File: src/rtl/seg_agen_pkg.sv
`timescale 1ns/1ps
package seg_agen_pkg;

    localparam int NUM_SEG = 6;
    localparam int SEL_W   = 3;
    localparam int KIND_W  = 3;

    typedef enum logic [SEL_W-1:0] {
        SEG_CODE  = 3'd0,
        SEG_STACK = 3'd1,
        SEG_DATA  = 3'd2,
        SEG_EXTRA = 3'd3,
        SEG_AUX_F = 3'd4,
        SEG_AUX_G = 3'd5
    } seg_id_e;

    typedef enum logic [KIND_W-1:0] {
        ACC_FETCH   = 3'd0,
        ACC_STACK   = 3'd1,
        ACC_DATA    = 3'd2,
        ACC_STR_SRC = 3'd3,
        ACC_STR_DST = 3'd4,
        ACC_IO      = 3'd5
    } acc_kind_e;

endpackage

File: src/rtl/seg_regfile.sv
`timescale 1ns/1ps
module seg_regfile #(
    parameter int SEG_W   = 16,
    parameter int NUM_SEG = 6,
    parameter int SEL_W   = 3
) (
    input  logic                            clk,
    input  logic                            rst_n,
    input  logic                            wr_en_i,
    input  logic [SEL_W-1:0]                wr_sel_i,
    input  logic [SEG_W-1:0]                wr_data_i,
    output logic [NUM_SEG-1:0][SEG_W-1:0]   seg_o
);

    typedef struct packed {
        logic [NUM_SEG-1:0][SEG_W-1:0] seg;
    } rf_state_t;

    rf_state_t st_d, st_q;

    // Next-state logic: only the selected register takes the write.
    always_comb begin
        st_d = st_q;
        for (int i = 0; i < NUM_SEG; i++) begin
            if (wr_en_i && (wr_sel_i == SEL_W'(i))) begin
                st_d.seg[i] = wr_data_i;
            end
        end
    end

    always_ff @(posedge clk) begin
        if (!rst_n) begin
            st_q <= '0;
        end else begin
            st_q <= st_d;
        end
    end

    assign seg_o = st_q.seg;

    // One pair of checks per register.
    for (genvar g = 0; g < NUM_SEG; g++) begin : g_seg_chk
        AST_SEG_KEEP: assert property (@(posedge clk) disable iff (!rst_n)
            !(wr_en_i && wr_sel_i == SEL_W'(g)) |=> $stable(seg_o[g]));
        AST_SEG_LOAD: assert property (@(posedge clk) disable iff (!rst_n)
            (wr_en_i && wr_sel_i == SEL_W'(g)) |=> (seg_o[g] == $past(wr_data_i)));
    end

endmodule

File: src/rtl/seg_select.sv
`timescale 1ns/1ps
module seg_select
    import seg_agen_pkg::*;
(
    input  logic [KIND_W-1:0] kind_i,
    input  logic              ovr_en_i,
    input  logic [SEL_W-1:0]  ovr_sel_i,
    output logic [SEL_W-1:0]  sel_o,
    output logic              kind_ok_o,
    output logic              is_io_o
);

    logic ovr_ok;
    assign ovr_ok = ovr_en_i && (ovr_sel_i < SEL_W'(NUM_SEG));

    always_comb begin
        sel_o     = SEG_DATA;
        kind_ok_o = 1'b1;
        is_io_o   = 1'b0;
        case (kind_i)
            ACC_FETCH:   sel_o = SEG_CODE;
            ACC_STACK:   sel_o = SEG_STACK;
            ACC_DATA,
            ACC_STR_SRC: sel_o = ovr_ok ? ovr_sel_i : SEG_DATA;
            ACC_STR_DST: sel_o = SEG_EXTRA;
            ACC_IO:      is_io_o = 1'b1;
            default:     kind_ok_o = 1'b0;
        endcase
    end

endmodule

File: src/rtl/addr_former.sv
`timescale 1ns/1ps
module addr_former #(
    parameter int SEG_W = 16,
    parameter int OFS_W = 16,
    parameter int SHIFT = 4,
    parameter int PA_W  = SEG_W + SHIFT
) (
    input  logic [SEG_W-1:0] seg_i,
    input  logic [OFS_W-1:0] ofs_i,
    input  logic             is_io_i,
    output logic [PA_W-1:0]  pa_o
);

    logic [PA_W-1:0] base;
    logic [PA_W-1:0] ofs_ext;
    logic [PA_W-1:0] mem_pa;

    // Base sits on a 2^SHIFT boundary.
    assign base = {seg_i, {SHIFT{1'b0}}};

    if (PA_W > OFS_W) begin : g_ext
        assign ofs_ext = {{(PA_W-OFS_W){1'b0}}, ofs_i};
    end else begin : g_trunc
        assign ofs_ext = ofs_i[PA_W-1:0];
    end

    // Sum truncated to PA_W: wraps at the top of the space.
    assign mem_pa = base + ofs_ext;
    assign pa_o   = is_io_i ? ofs_ext : mem_pa;

endmodule

File: src/rtl/seg_addr_gen.sv
`timescale 1ns/1ps
module seg_addr_gen
    import seg_agen_pkg::*;
#(
    parameter int SEG_W = 16,
    parameter int OFS_W = 16,
    parameter int SHIFT = 4
) (
    input  logic                   clk,
    input  logic                   rst_n,
    input  logic                   seg_wr_en,
    input  logic [SEL_W-1:0]       seg_wr_sel,
    input  logic [SEG_W-1:0]       seg_wr_data,
    input  logic                   req_valid,
    input  logic [KIND_W-1:0]      req_kind,
    input  logic [OFS_W-1:0]       req_offset,
    input  logic                   ovr_en,
    input  logic [SEL_W-1:0]       ovr_sel,
    output logic                   addr_valid,
    output logic [SEG_W+SHIFT-1:0] addr_out,
    output logic                   addr_is_io
);

    localparam int PA_W = SEG_W + SHIFT;

    typedef struct packed {
        logic            valid;
        logic [PA_W-1:0] addr;
        logic            io;
    } out_state_t;

    logic [NUM_SEG-1:0][SEG_W-1:0] seg_all;
    logic [SEL_W-1:0]              sel_w;
    logic                          kind_ok_w;
    logic                          is_io_w;
    logic [SEG_W-1:0]              seg_val;
    logic [PA_W-1:0]               pa_w;
    out_state_t                    st_d, st_q;

    seg_regfile #(
        .SEG_W   (SEG_W),
        .NUM_SEG (NUM_SEG),
        .SEL_W   (SEL_W)
    ) i_regs (
        .clk       (clk),
        .rst_n     (rst_n),
        .wr_en_i   (seg_wr_en),
        .wr_sel_i  (seg_wr_sel),
        .wr_data_i (seg_wr_data),
        .seg_o     (seg_all)
    );

    seg_select i_sel (
        .kind_i    (req_kind),
        .ovr_en_i  (ovr_en),
        .ovr_sel_i (ovr_sel),
        .sel_o     (sel_w),
        .kind_ok_o (kind_ok_w),
        .is_io_o   (is_io_w)
    );

    // Pick the segment value for the chosen select.
    always_comb begin
        seg_val = '0;
        for (int i = 0; i < NUM_SEG; i++) begin
            if (sel_w == SEL_W'(i)) begin
                seg_val = seg_all[i];
            end
        end
    end

    addr_former #(
        .SEG_W (SEG_W),
        .OFS_W (OFS_W),
        .SHIFT (SHIFT),
        .PA_W  (PA_W)
    ) i_form (
        .seg_i   (seg_val),
        .ofs_i   (req_offset),
        .is_io_i (is_io_w),
        .pa_o    (pa_w)
    );

    // Output register: set on a legal request, held otherwise.
    always_comb begin
        st_d       = st_q;
        st_d.valid = req_valid && kind_ok_w;
        if (req_valid && kind_ok_w) begin
            st_d.addr = pa_w;
            st_d.io   = is_io_w;
        end
    end

    always_ff @(posedge clk) begin
        if (!rst_n) begin
            st_q <= '0;
        end else begin
            st_q <= st_d;
        end
    end

    assign addr_valid = st_q.valid;
    assign addr_out   = st_q.addr;
    assign addr_is_io = st_q.io;

    AST_VALID_AFTER_REQ: assert property (@(posedge clk) disable iff (!rst_n)
        (req_valid && req_kind <= KIND_W'(ACC_IO)) |=> addr_valid);
    AST_NO_SPURIOUS_VALID: assert property (@(posedge clk) disable iff (!rst_n)
        !(req_valid && req_kind <= KIND_W'(ACC_IO)) |=> !addr_valid);
    AST_IO_HIGH_ZERO: assert property (@(posedge clk) disable iff (!rst_n)
        (addr_valid && addr_is_io) |-> ((addr_out >> OFS_W) == '0));
    AST_IO_FLAGGED: assert property (@(posedge clk) disable iff (!rst_n)
        (req_valid && req_kind == KIND_W'(ACC_IO)) |=> addr_is_io);
    AST_IDLE_HOLD: assert property (@(posedge clk) disable iff (!rst_n)
        !addr_valid |-> ($stable(addr_out) && $stable(addr_is_io)));
    AST_FETCH_CODE_ONLY: assert property (@(posedge clk) disable iff (!rst_n)
        (req_kind == KIND_W'(ACC_FETCH)) |-> (sel_w == SEL_W'(SEG_CODE)));
    AST_DST_EXTRA_ONLY: assert property (@(posedge clk) disable iff (!rst_n)
        (req_kind == KIND_W'(ACC_STR_DST)) |-> (sel_w == SEL_W'(SEG_EXTRA)));
    AST_SEL_IN_RANGE: assert property (@(posedge clk) disable iff (!rst_n)
        kind_ok_w |-> (sel_w < SEL_W'(NUM_SEG)));

endmodule

File: config.mk
export PLATFORM = sky130hd
export DESIGN_NAME = seg_addr_gen
export DESIGN_NICKNAME = d
export VERILOG_FILES = /design/src/rtl/seg_agen_pkg.sv /design/src/rtl/seg_regfile.sv /design/src/rtl/seg_select.sv /design/src/rtl/addr_former.sv /design/src/rtl/seg_addr_gen.sv
export SDC_FILE = /design/constraint.sdc
export NUM_CORES = 1
export LEC_CHECK = 0
export ABC_CLOCK_PERIOD_IN_PS = 3600
export BUFFER_PORTS_ARGS = -buffer_cell sky130_fd_sc_hd__buf_2
export CORE_AREA = 4 4 169 106
export CTS_CLUSTER_SIZE = 28
export DETAILED_ROUTE_END_ITERATION = 7
export DIE_AREA = 0 0 173 110
export PLACE_DENSITY_LB_ADDON = 0.12
export SKIP_CTS_REPAIR_TIMING = 1
export SLEW_MARGIN = 0
export SYNTH_ARGS = -nofsm -noshare
export SYNTH_HDL_FRONTEND = slang
export SYNTH_SLANG_ARGS = --single-unit
File: constraint.sdc
create_clock -name clk -period 3.6 [get_ports clk]
set_input_delay 0.18 -clock clk [delete_from_list [all_inputs] [get_ports clk]]
set_output_delay 0.18 -clock clk [all_outputs]
set_load 0.02 [all_outputs]
==> results.sh <==
export IMPL_syn_nets=772
export IMPL_num_antenna_cells=0
export IMPL_grt_antenna_before_repair=0
export IMPL_synth_edf_count=0
export IMPL_yosys_warnings=0
export IMPL_yosys_area_top_type="dfxtp_1"
export IMPL_tightest_slew_ns=0.987
export IMPL_io_pins=68
export IMPL_outcome="completed"
export IMPL_cts_sinks=118
export IMPL_io_buffers=67
export IMPL_viasPerCell=5.27
export IMPL_finalWeightedCongestion=0.883
export IMPL_area_growth_syn_to_layout_pct=26.5
export IMPL_critPathMaxFanout=4
export IMPL_report_power_total_uw=3510
export IMPL_gr_total_overflow=0
export IMPL_syn_avg_cell_area_um2=7.93
export IMPL_cts_buffers=17
export IMPL_core_mm2=0.0161
export IMPL_crit_family="compound AO/OA/AOI/OAI gates"
export IMPL_clk_pin_slew_ns=0.06
export IMPL_wl_mm=17.9
export IMPL_synthFlopType="dfxtp_1"
export IMPL_drc_errors=0
export IMPL_min_period_ns=3.40
export IMPL_end_kind="flip-flop"
export IMPL_synth_area_top_cells="dfxtp_1 (42%), nand2_1 (15%), a21oi_1 (9.8%)"
export IMPL_synth_async_reset_ratio_pct=0
export IMPL_irDropWorstVdd_uv=277
export IMPL_die_area_mm2=0.0190
export IMPL_cp_slowest_cell="fa_1"
export IMPL_track_usage_pct=18.8
export IMPL_layout_drive_gt1_share_pct=22.4
export IMPL_synthCells=709
export IMPL_first_global_vias=5322
export IMPL_synth_cell_type_count=46
export IMPL_tns_ns=0
export IMPL_crit_path_max_incr_delay_ns=0.42
export IMPL_hold_path_class="in2reg"
export IMPL_row_count=36
export IMPL_crit_arrival_ns=3.67
export IMPL_timing_final_max_slew_violations=0
export IMPL_worstSkewPairLatency_ns=0.41
export IMPL_ys_seq_area_share_pct=42.0
export IMPL_start_util_pct=34.9
export IMPL_root_buffer="clkbuf_16"
export IMPL_holdWs_ns=0.00725
export IMPL_path_class="in2reg"
export IMPL_cts_tree="yes"
export IMPL_path_cells="buf_2, nand4b_1, or2_2, and2_1, a222oi_1, o21ai_0, ha_1, fa_1, a211oi_2, o211ai_1, a41oi_2, buf_4, xnor2_1, mux2_2, nand2_1, a21oi_1"
export IMPL_place_hpwl_mm=12.6
export IMPL_relSlewSlack_pct=34.0
export IMPL_wl_per_cell_um=17.4
export IMPL_crit_buf_inv=2
export IMPL_clockBufferDepth=2
export IMPL_netlist_area_leader_share_pct=42.0
export IMPL_vias=5429
export IMPL_p_leak_uw=0.00282
export IMPL_finalSetupViolCount=0
export IMPL_finalHoldViolCount=0
export IMPL_ys_seq_elements=118
export IMPL_worstPathRequired_ns=3.87
export IMPL_cap_viol_max_count=0
export IMPL_netlist_area_mm2=0.00562
export IMPL_fp_dieH_um=110
export IMPL_finalCritPeriodShare_pct=94.5
export IMPL_final_common_cell="nand2_1"
export IMPL_skew_ns=0.00831
export IMPL_final_nets=873
export IMPL_rsz0062_at_grt="no"
export IMPL_die_width_um=173
export IMPL_final_cell_mix="nand2_1 (220), dfxtp_1 (118), a21oi_1 (109)"
export IMPL_drt_initial_drc_count=435
export IMPL_postRouteAntennaNets=0
export IMPL_grt_max_degree=53
export IMPL_grt_pass1_wl_mm=28.2
export IMPL_startpoint_type="input pin"
export IMPL_ctsHtreeMaxLevel=4
export IMPL_power_density_mw_per_mm2=493
export IMPL_fmax_mhz=294
export IMPL_first_pass_iters=6
-- synthesized netlist by cell type (3+ instances only) --
library cell	count
a211oi_1	13
a21o_1	4
a21oi_1	110
a222oi_1	12
a32oi_1	3
and2_1	4
and3_1	4
buf_4	4
clkbuf_1	36
dfxtp_1	118
ha_1	16
inv_1	10
mux2_2	15
mux2i_1	23
nand2_1	220
nand3_1	12
nor2_1	26
nor2b_1	4
o211ai_1	5
o21ai_0	23
o221ai_1	3
xnor2_1	9
xor2_1	6
-- power breakdown --
part	switching, uW	total (uW)	internal [uW]	leakage, uW
clock network	658	1750	1090	0.000286
logic	237	395	159	0.00158
registers	18.9	1360	1340	0.000958
-- flip-flops by register name (all words and copies together) (netlist names) --
signal	count
i_regs.seg_o	96
addr_valid	1
addr_is_io	1
addr_out	20
-- final timing paths --
| check | slack [ns] | from | depth (start not counted) | end |
|---|---|---|---|---|
| min reg2reg | 0.45 | addr_out[14] | 2 | addr_out[14] |
| max reg2reg | 0.55 | i_regs.seg_o[0] | 13 | addr_out[14] |
| max | 0.20 | req_kind[2] | 16 | addr_out[14] |
| min | 0.007 | req_offset[3] | 3 | addr_out[3] |
-- through the flow --
stage / worst slack, ns / area (um2) / util [%] / instances
floorplan: 0.00699 / 5640 / - / 709
global placement: -0.263 / 6490 / 40.3 / 999
detailed placement: -0.277 / 6490 / 40.3 / 999
CTS: 0.125 / 7090 / 44.0 / 1030
global route: 0.00738 / 7110 / 44.1 / 1031
finish: 0.199 / 7110 / 44.1 / 1031
-- tightest hold or removal path, cell delays in order --
cell	delay, ns
buf_2	0.09
nand2_1	0.04
a21oi_1	0.05
-- per-layer routing --
layer	routed length, um	GRT usage, %
met3	1010	4.23
met1	8870	25.8
met5	0	0
met2	7830	30.3
met4	212	5.12
-- cells by family (layout without fill, tap and decap cells) --
logic type / Yosys count / in the layout / synth area share, %
multiplexers: 38 / 38 / 7.10
buffers and inverters: 54 / 167 / 4.05
XOR/XNOR: 15 / 15 / 2.34
AND/OR/NAND/NOR: 276 / 276 / 19.7
adder cells (fa/ha/maj): 17 / 17 / 3.92
flip-flops: 118 / 118 / 42.0
AO/OA/AOI/OAI: 191 / 191 / 20.9
-- cell type report --
cell class,count,area [um2]
inverters,11,42.5
fillers,1635,9010
flip-flops and latches,118,2360
repair buffers,125,783
multi-input cells,537,3060
clock buffers,17,425
clock inverters,14,175
well taps,209,262
Power figures use the tool's default switching activity.
